--- src/rtl/hzfwd_pkg.sv ---
package hzfwd_pkg;

  typedef logic [1:0] fwdSel_t;

  localparam fwdSel_t FWD_REGFILE = 2'b00;
  localparam fwdSel_t FWD_EXMEM   = 2'b01;
  localparam fwdSel_t FWD_MEMWB   = 2'b10;

  typedef struct packed {
    logic pcWrite;
    logic ifIdWrite;
    logic ifFlush;
    logic idFlush;
    logic exFlush;
  } pipeStrobes_t;

endpackage

--- src/rtl/fwd_select.sv ---
module fwd_select
  import hzfwd_pkg::*;
#(
  parameter int REG_W   = 5,
  parameter int NUM_SRC = 2
) (
  input  logic                            clk,
  input  logic                            rst_n,
  input  logic [NUM_SRC-1:0][REG_W-1:0]   srcReg,
  input  logic [REG_W-1:0]                exMemRd,
  input  logic                            exMemRegWrite,
  input  logic [REG_W-1:0]                memWbRd,
  input  logic                            memWbRegWrite,
  output fwdSel_t [NUM_SRC-1:0]           sel
);

  localparam logic [REG_W-1:0] ZERO_REG = '0;

  logic exMemLive;
  logic memWbLive;

  // A writer only counts when it really writes, and never for register 0.
  assign exMemLive = exMemRegWrite && (exMemRd != ZERO_REG);
  assign memWbLive = memWbRegWrite && (memWbRd != ZERO_REG);

  for (genvar i = 0; i < NUM_SRC; i++) begin : g_src
    logic hitNear;
    logic hitFar;

    assign hitNear = exMemLive && (exMemRd == srcReg[i]);
    assign hitFar  = memWbLive && (memWbRd == srcReg[i]);

    // The nearer producer holds the newer value, so it is tested first.
    assign sel[i] = hitNear ? FWD_EXMEM :
                    hitFar  ? FWD_MEMWB : FWD_REGFILE;

    // a qualifying near writer always wins.
    p_near_wins_r4: assert property (@(posedge clk) disable iff (!rst_n)
      (exMemRegWrite && (exMemRd != ZERO_REG) && (exMemRd == srcReg[i]))
        |-> (sel[i] == FWD_EXMEM));

    // a far select needs a live far writer on this register.
    p_far_src_r3: assert property (@(posedge clk) disable iff (!rst_n)
      (sel[i] == FWD_MEMWB) |-> (memWbRegWrite && (memWbRd == srcReg[i])));

    // register 0 is never forwarded.
    p_zero_src_r5: assert property (@(posedge clk) disable iff (!rst_n)
      (srcReg[i] == ZERO_REG) |-> (sel[i] == FWD_REGFILE));

    // with no writer active, the register file is selected.
    p_no_writer_r5: assert property (@(posedge clk) disable iff (!rst_n)
      (!exMemRegWrite && !memWbRegWrite) |-> (sel[i] == FWD_REGFILE));
  end

endmodule

--- src/rtl/hazard_ctrl.sv ---
module hazard_ctrl
  import hzfwd_pkg::*;
#(
  parameter int REG_W   = 5,
  parameter int NUM_SRC = 2
) (
  input  logic                           clk,
  input  logic                           rst_n,
  input  logic [NUM_SRC-1:0][REG_W-1:0]  ifIdSrc,
  input  logic [REG_W-1:0]               idExRd,
  input  logic                           idExMemRead,
  input  logic                           exExcept,
  output pipeStrobes_t                   strobes
);

  logic [NUM_SRC-1:0] srcHit;
  logic               loadUse;
  logic               bubbleQ;
  logic               stallNow;

  for (genvar i = 0; i < NUM_SRC; i++) begin : g_cmp
    assign srcHit[i] = (idExRd == ifIdSrc[i]);
  end

  assign loadUse = idExMemRead && (|srcHit);

  // The exception overrides the stall. A bubble inserted last cycle
  // blocks a second one in a row.
  assign stallNow = loadUse && !exExcept && !bubbleQ;

  always_ff @(posedge clk) begin
    if (!rst_n) bubbleQ <= 1'b0;
    else        bubbleQ <= stallNow;
  end

  always_comb begin
    strobes.pcWrite   = !stallNow;
    strobes.ifIdWrite = !stallNow;
    strobes.ifFlush   = exExcept;
    strobes.idFlush   = exExcept || stallNow;
    strobes.exFlush   = exExcept;
  end

  // a hold comes with exactly this strobe set.
  p_stall_set_r6: assert property (@(posedge clk) disable iff (!rst_n)
    !strobes.pcWrite |-> (!strobes.ifIdWrite && strobes.idFlush &&
                          !strobes.ifFlush && !strobes.exFlush));

  // with no load and no exception, the pipeline runs clean.
  p_clean_r7: assert property (@(posedge clk) disable iff (!rst_n)
    (!idExMemRead && !exExcept) |-> (strobes.pcWrite && strobes.ifIdWrite &&
      !strobes.ifFlush && !strobes.idFlush && !strobes.exFlush));

  // an exception flushes all three young stages.
  p_exc_flush_r8: assert property (@(posedge clk) disable iff (!rst_n)
    exExcept |-> (strobes.ifFlush && strobes.idFlush && strobes.exFlush));

  // an exception never holds the PC or the decode register.
  p_exc_wins_r9: assert property (@(posedge clk) disable iff (!rst_n)
    exExcept |-> (strobes.pcWrite && strobes.ifIdWrite));

  // two holds never come back to back.
  p_single_bubble_r10: assert property (@(posedge clk) disable iff (!rst_n)
    !strobes.pcWrite |=> strobes.pcWrite);

endmodule

--- src/rtl/hzfwd_top.sv ---
module hzfwd_top
  import hzfwd_pkg::*;
#(
  parameter int REG_W = 5
) (
  input  logic             clk,
  input  logic             rst_n,
  input  logic [REG_W-1:0] idExRs1,
  input  logic [REG_W-1:0] idExRs2,
  input  logic [REG_W-1:0] exMemRd,
  input  logic             exMemRegWrite,
  input  logic [REG_W-1:0] memWbRd,
  input  logic             memWbRegWrite,
  input  logic [REG_W-1:0] ifIdRs1,
  input  logic [REG_W-1:0] ifIdRs2,
  input  logic [REG_W-1:0] idExRd,
  input  logic             idExMemRead,
  input  logic             exExcept,
  output logic [1:0]       fwdA,
  output logic [1:0]       fwdB,
  output logic             pcWrite,
  output logic             ifIdWrite,
  output logic             ifFlush,
  output logic             idFlush,
  output logic             exFlush
);

  localparam int NUM_SRC = 2;

  logic [NUM_SRC-1:0][REG_W-1:0] exSrc;
  logic [NUM_SRC-1:0][REG_W-1:0] idSrc;
  fwdSel_t [NUM_SRC-1:0]         selVec;
  pipeStrobes_t                  strobes;

  assign exSrc = {idExRs2, idExRs1};
  assign idSrc = {ifIdRs2, ifIdRs1};

  fwd_select #(.REG_W(REG_W), .NUM_SRC(NUM_SRC)) u_fwd (
    .clk           (clk),
    .rst_n         (rst_n),
    .srcReg        (exSrc),
    .exMemRd       (exMemRd),
    .exMemRegWrite (exMemRegWrite),
    .memWbRd       (memWbRd),
    .memWbRegWrite (memWbRegWrite),
    .sel           (selVec)
  );

  hazard_ctrl #(.REG_W(REG_W), .NUM_SRC(NUM_SRC)) u_haz (
    .clk         (clk),
    .rst_n       (rst_n),
    .ifIdSrc     (idSrc),
    .idExRd      (idExRd),
    .idExMemRead (idExMemRead),
    .exExcept    (exExcept),
    .strobes     (strobes)
  );

  assign fwdA      = selVec[0];
  assign fwdB      = selVec[1];
  assign pcWrite   = strobes.pcWrite;
  assign ifIdWrite = strobes.ifIdWrite;
  assign ifFlush   = strobes.ifFlush;
  assign idFlush   = strobes.idFlush;
  assign exFlush   = strobes.exFlush;

endmodule

--- config.mk ---
export PLATFORM = sky130hd
export DESIGN_NAME = hzfwd_top
export DESIGN_NICKNAME = d
export VERILOG_FILES = /design/src/rtl/hzfwd_pkg.sv /design/src/rtl/fwd_select.sv /design/src/rtl/hazard_ctrl.sv /design/src/rtl/hzfwd_top.sv
export SDC_FILE = /design/constraint.sdc
export NUM_CORES = 1
export LEC_CHECK = 0
export ABC_AREA = 0
export BUFFER_PORTS_ARGS = -buffer_cell sky130_fd_sc_hd__buf_2
export CAP_MARGIN = 20
export CORE_MARGIN = 1.5
export CORE_UTILIZATION = 35
export CTS_BUF_LIST = sky130_fd_sc_hd__clkbuf_8
export DETAILED_ROUTE_END_ITERATION = 8
export PLACE_DENSITY_LB_ADDON = 0.15
export SKIP_CTS_REPAIR_TIMING = 1
export SLEW_MARGIN = 20
export SYNTH_ARGS = -nofsm -noshare
export SYNTH_HDL_FRONTEND = slang
export SYNTH_SLANG_ARGS = --single-unit
--- constraint.sdc ---
create_clock -name clk -period 1.8 [get_ports clk]
set_input_delay 0.36 -clock clk [delete_from_list [all_inputs] [get_ports clk]]
set_output_delay 0.36 -clock clk [all_outputs]
set_load 0.01 [all_outputs]
Word level (Yosys, flattened, before mapping)
Index checks and enable logic that the tools add are counted.
{"block": "word_totals", "ff_bits": 1, "out_inout_bits": 9, "word_cells": 27}
{"block": "classes", "n_eq_ne": 6, "mux": 4, "reduce_logical": 16}
{"cell": "5-bit equality test", "count": 6}
{"cell": "5-bit nonzero test", "count": 2}
{"cell": "1-bit logical AND", "count": 9}
{"cell": "2-bit two-way mux", "count": 4}
{"cell": "1-bit logical NOT", "count": 3}
{"cell": "2-bit OR reduction", "count": 1}
{"cell": "1-bit logical OR", "count": 1}

Longest topological paths before layout
{"block": "depth", "word_depth": 6, "depth_mapped": 5, "depth_no_buf": 4}

Cells and area by module
From an unflattened synthesis, not the netlist that was laid out.
{"block": "unflattened", "cells_unflattened": 59, "area_unflattened_um2": 475.5}
{"mod": "fwd_select", "n_inst": 1, "cells_per_inst": 36, "area_per_inst_um2": 285.3, "seq_area_each_um2": 0.0}
{"mod": "hazard_ctrl", "n_inst": 1, "cells_per_inst": 23, "area_per_inst_um2": 190.2, "seq_area_each_um2": 20.0}

Worst setup path after synthesis
OpenSTA, ideal clock, no wires.
{"block": "synth_path", "path_kind": "input to output", "startpoint": "input exMemRd[4]", "endpoint": "output fwdA[1]", "arrival_time_ps": 1465, "path_slack_ps": -25, "stages": 4, "path_buffers": 0, "cell_sequence": "or4_1 o21ai_2 nor4_1 nor4_2"}
{"block": "synth_between", "elab_chain_cells": 4}
{"item": "start, declared", "line": "hzfwd_top.sv:10", "text": "input logic [REG_W-1:0] exMemRd,"}
{"item": "5-bit nonzero test", "line": "fwd_select.sv:23", "text": "assign exMemLive = exMemRegWrite && (exMemRd != ZERO_REG);"}
{"item": "1-bit logical AND", "line": "fwd_select.sv:23"}
{"item": "1-bit logical AND (*)", "line": "fwd_select.sv:30", "text": "assign hitNear = exMemLive && (exMemRd == srcReg[i]);"}
{"item": "net u_fwd.g_src[0].hitNear", "line": "fwd_select.sv:27", "text": "logic hitNear;"}
{"item": "2-bit two-way mux (*)", "line": "fwd_select.sv:34", "text": "assign sel[i] = hitNear ? FWD_EXMEM :"}
{"item": "end, declared", "line": "hzfwd_top.sv:19", "text": "output logic [1:0] fwdA,"}
Mark *: on every way through the listed nets, which the timed path passes. The rest lies on a longest branch.

Worst setup path after layout
{"block": "layout_path", "startpoint": "input idExRs2[0]", "endpoint": "output fwdB[1]"}
{"block": "layout_between", "elab_chain_cells": 4}
{"item": "start, declared", "line": "hzfwd_top.sv:9", "text": "input logic [REG_W-1:0] idExRs2,"}
{"item": "5-bit equality test", "line": "fwd_select.sv:31", "text": "assign hitFar = memWbLive && (memWbRd == srcReg[i]);"}
{"item": "1-bit logical AND", "line": "fwd_select.sv:31"}
{"item": "2-bit two-way mux", "line": "fwd_select.sv:35", "text": "hitFar ? FWD_MEMWB : FWD_REGFILE;"}
{"item": "2-bit two-way mux (*)", "line": "fwd_select.sv:34"}
{"item": "end, declared", "line": "hzfwd_top.sv:20", "text": "output logic [1:0] fwdB,"}
Mark *: on every way between the ends. The rest lies on a longest branch, timed or not.

==> results_dict.tcl <==
set metrics [dict create \
    fin_crit_ns 1.96 \
    wirelength_um 1530 \
    clock_latency_ns 0 \
    status "finished, violations left" \
    dieArea_um2 1550 \
    gr-max-usage-layer "met2" \
    violations "negative setup slack" \
    grt_max_degree 5 \
    track_usage 0.185 \
    synthDistinctLibCells 17 \
    hpwl_um 1300 \
    max_stage_delay_ns 0.54 \
    p_leak_uw 0.000416 \
    die_h_um 39.3 \
    fin_skew_ns 0 \
    cp-start-kind "primary input" \
    hold_viol_final 0 \
    use_met3 0 \
    firstDrtPassIters 4 \
    placement.io_buffers 49 \
    grt_antenna_before_repair 0 \
    fp.dieW_um 39.3 \
    use_met2 0.400 \
    worstPathRequired_ns 1.44 \
    routed_via_density 4.61 \
    setup_viol 3 \
    max_freq_ghz 0.510 \
    worstHoldPathCells 2 \
    worst_setup_path_end_kind "primary output" \
    area_delta_synth_final_pct 91.9 \
    grt_pass1_vias 522 \
    path_cells "buf_2 > xor2_1 > or4_1 > nor4_2 > buf_2" \
    critPathTopFamily "simple AND/OR/NAND/NOR gates" \
    slew_violations 0 \
    ff2ff_path_depth 4 \
    reg2reg_to "u_haz.bubbleQ" \
    cp.buffers_inverters 2 \
    rows 12 \
    max_cap_viol_count 0 \
    route.vias.total 599 \
    drc 0 \
    postLayoutSetupSlackWorst_ns -0.159 \
    p_per_area_nw_per_um2 246 \
    largestRegisters "u_haz.bubbleQ: 1 flops" \
    worst_pin_slew_ns 0.281 \
    rsz0062_at_grt "yes" \
    ant_nets 0 \
    grtUsageMet1 0.206 \
    gp_congestion 0.794 \
    criticalPathCategory "primary input to primary output" \
    cp.arrival_ns 1.60 \
    grt-ovfl-total 0 \
    hold_end "u_haz.bubbleQ" \
    r2r_start "u_haz.bubbleQ" \
    synth.net_count 98 \
    total_power_uw 218 \
    clk_pin_slew_worst_paths_ns 0 \
    maxSlewHeadroom 0.811 \
    diodes 0 \
    final_layout_size_suffix_gt1_frac 0.621 \
    start_util 0.394 \
    ir_drop_mv 0.151 \
    drtIter0Drc 3 \
    reg2reg_setup_slack_ns 0.76 \
    cp_common_cell "buf_2" \
    yosys_warnings 0 \
    synth-seq-cells 1 \
    synthCells 57 \
    core_um2 1170 \
    slowest_stage "or4_1" \
    utilization 0.756 \
    cp_max_fo 2 \
    top_register "u_haz.bubbleQ" \
    grt_pass1_wl_um 2020 \
    period_share 1.09 \
    num_io_pins 50 \
    crit_start "idExRs2[0]" \
    min_from "rst_n" \
    hp-class "primary input to flop" \
    final_nets 159 \
    avgSynthCellArea_um2 8.10 \
    synth_area_um2 462 \
    ys_seq_area_frac 0.0434 \
    routedWlPerCell_um 11.8 \
    dp_slack_ns -0.213 \
    largest_reg_flops 1 \
]
through the flow:
| stage | TNS, ns | area (um2) | std cells | hold WS (ns) |
|---|---|---|---|---|
| finish | -0.334 | 886 | 130 | 0.565 |
| global route | -0.426 | 886 | 130 | 0.577 |
| CTS | -0.592 | 792 | 129 | 0.570 |
| detailed placement | -0.595 | 792 | 129 | 0.569 |
| global placement | -0.482 | 792 | 129 | 0.565 |
| floorplan | 0 | 462 | 57 | 0.482 |
synth_stat cells (all sizes together):
| library cell | n | area (um2) |
|---|---|---|
| and2 | 1 | 6.26 |
| buf | 5 | 37.5 |
| dfxtp | 1 | 20.0 |
| inv | 1 | 3.75 |
| nand2 | 2 | 7.51 |
| nand3 | 2 | 10.0 |
| nand4 | 2 | 12.5 |
| nor3b | 1 | 7.51 |
| nor4 | 4 | 37.5 |
| o21ai | 2 | 13.8 |
| o22ai | 1 | 6.26 |
| or2 | 1 | 6.26 |
| or4 | 4 | 30.0 |
| xnor2 | 16 | 140 |
| xor2 | 14 | 123 |
cell type report:
class	instances	area [um2]
Multi-Input combinational cell	50	437
Timing Repair Buffer	64	408
Fill cell	101	285
Sequential cell	1	20.0
Tap cell	14	17.5
Inverter	1	3.75
cell usage in the layout (no fill, tap or decap):
cell type and count:
nor3b_1 1, buf_8 1, or4_4 2, xnor2_1 16
buf_6 6, nor4_2 3, or2_2 1, o21ai_4 1
o22ai_1 1, buf_2 41, or4_1 2, nor4_4 1
inv_1 1, dfxtp_1 1, and2_1 1, nand2_1 2
xor2_1 14, nand4_1 2, nand3_1 2, buf_4 16
o21ai_1 1
worst max path at each step:
stage | to | slack, ns | cells past startpoint
final | fwdB[1] | -0.16 | 5
after global placement | fwdA[1] | -0.16 | 6
after detailed placement | fwdB[1] | -0.21 | 6
after global routing | fwdB[1] | -0.20 | 5
after floorplan | fwdA[1] | 0.04 | 4
after CTS | fwdB[1] | -0.21 | 6
metal layers:
metal / vias up / routed length, um / share of wire
met4: 0 / 0 / 0
met1: 264 / 585 / 0.38
li1: 311 / - / -
met3: 0 / 82 / 0.053
met2: 24 / 865 / 0.56
met5: - / 0 / 0
kinds of logic (layout without fill, tap and decap cells):
group           Yosys count  in the layout  share of synthesized area
flops                     1              1                     0.0434
simple gates             17             17                      0.255
buf+inv                   6             65                     0.0894
xor+xnor                 30             30                      0.569
compound gates            3              3                     0.0434
where the power goes:
group | switching [uW] | leakage [uW] | internal, uW
registers | 0.0531 | 0.00000806 | 22.9
clock network | 0 | 0 | 0
logic | 83.7 | 0.000408 | 112
(Power assumes the default switching activity.)
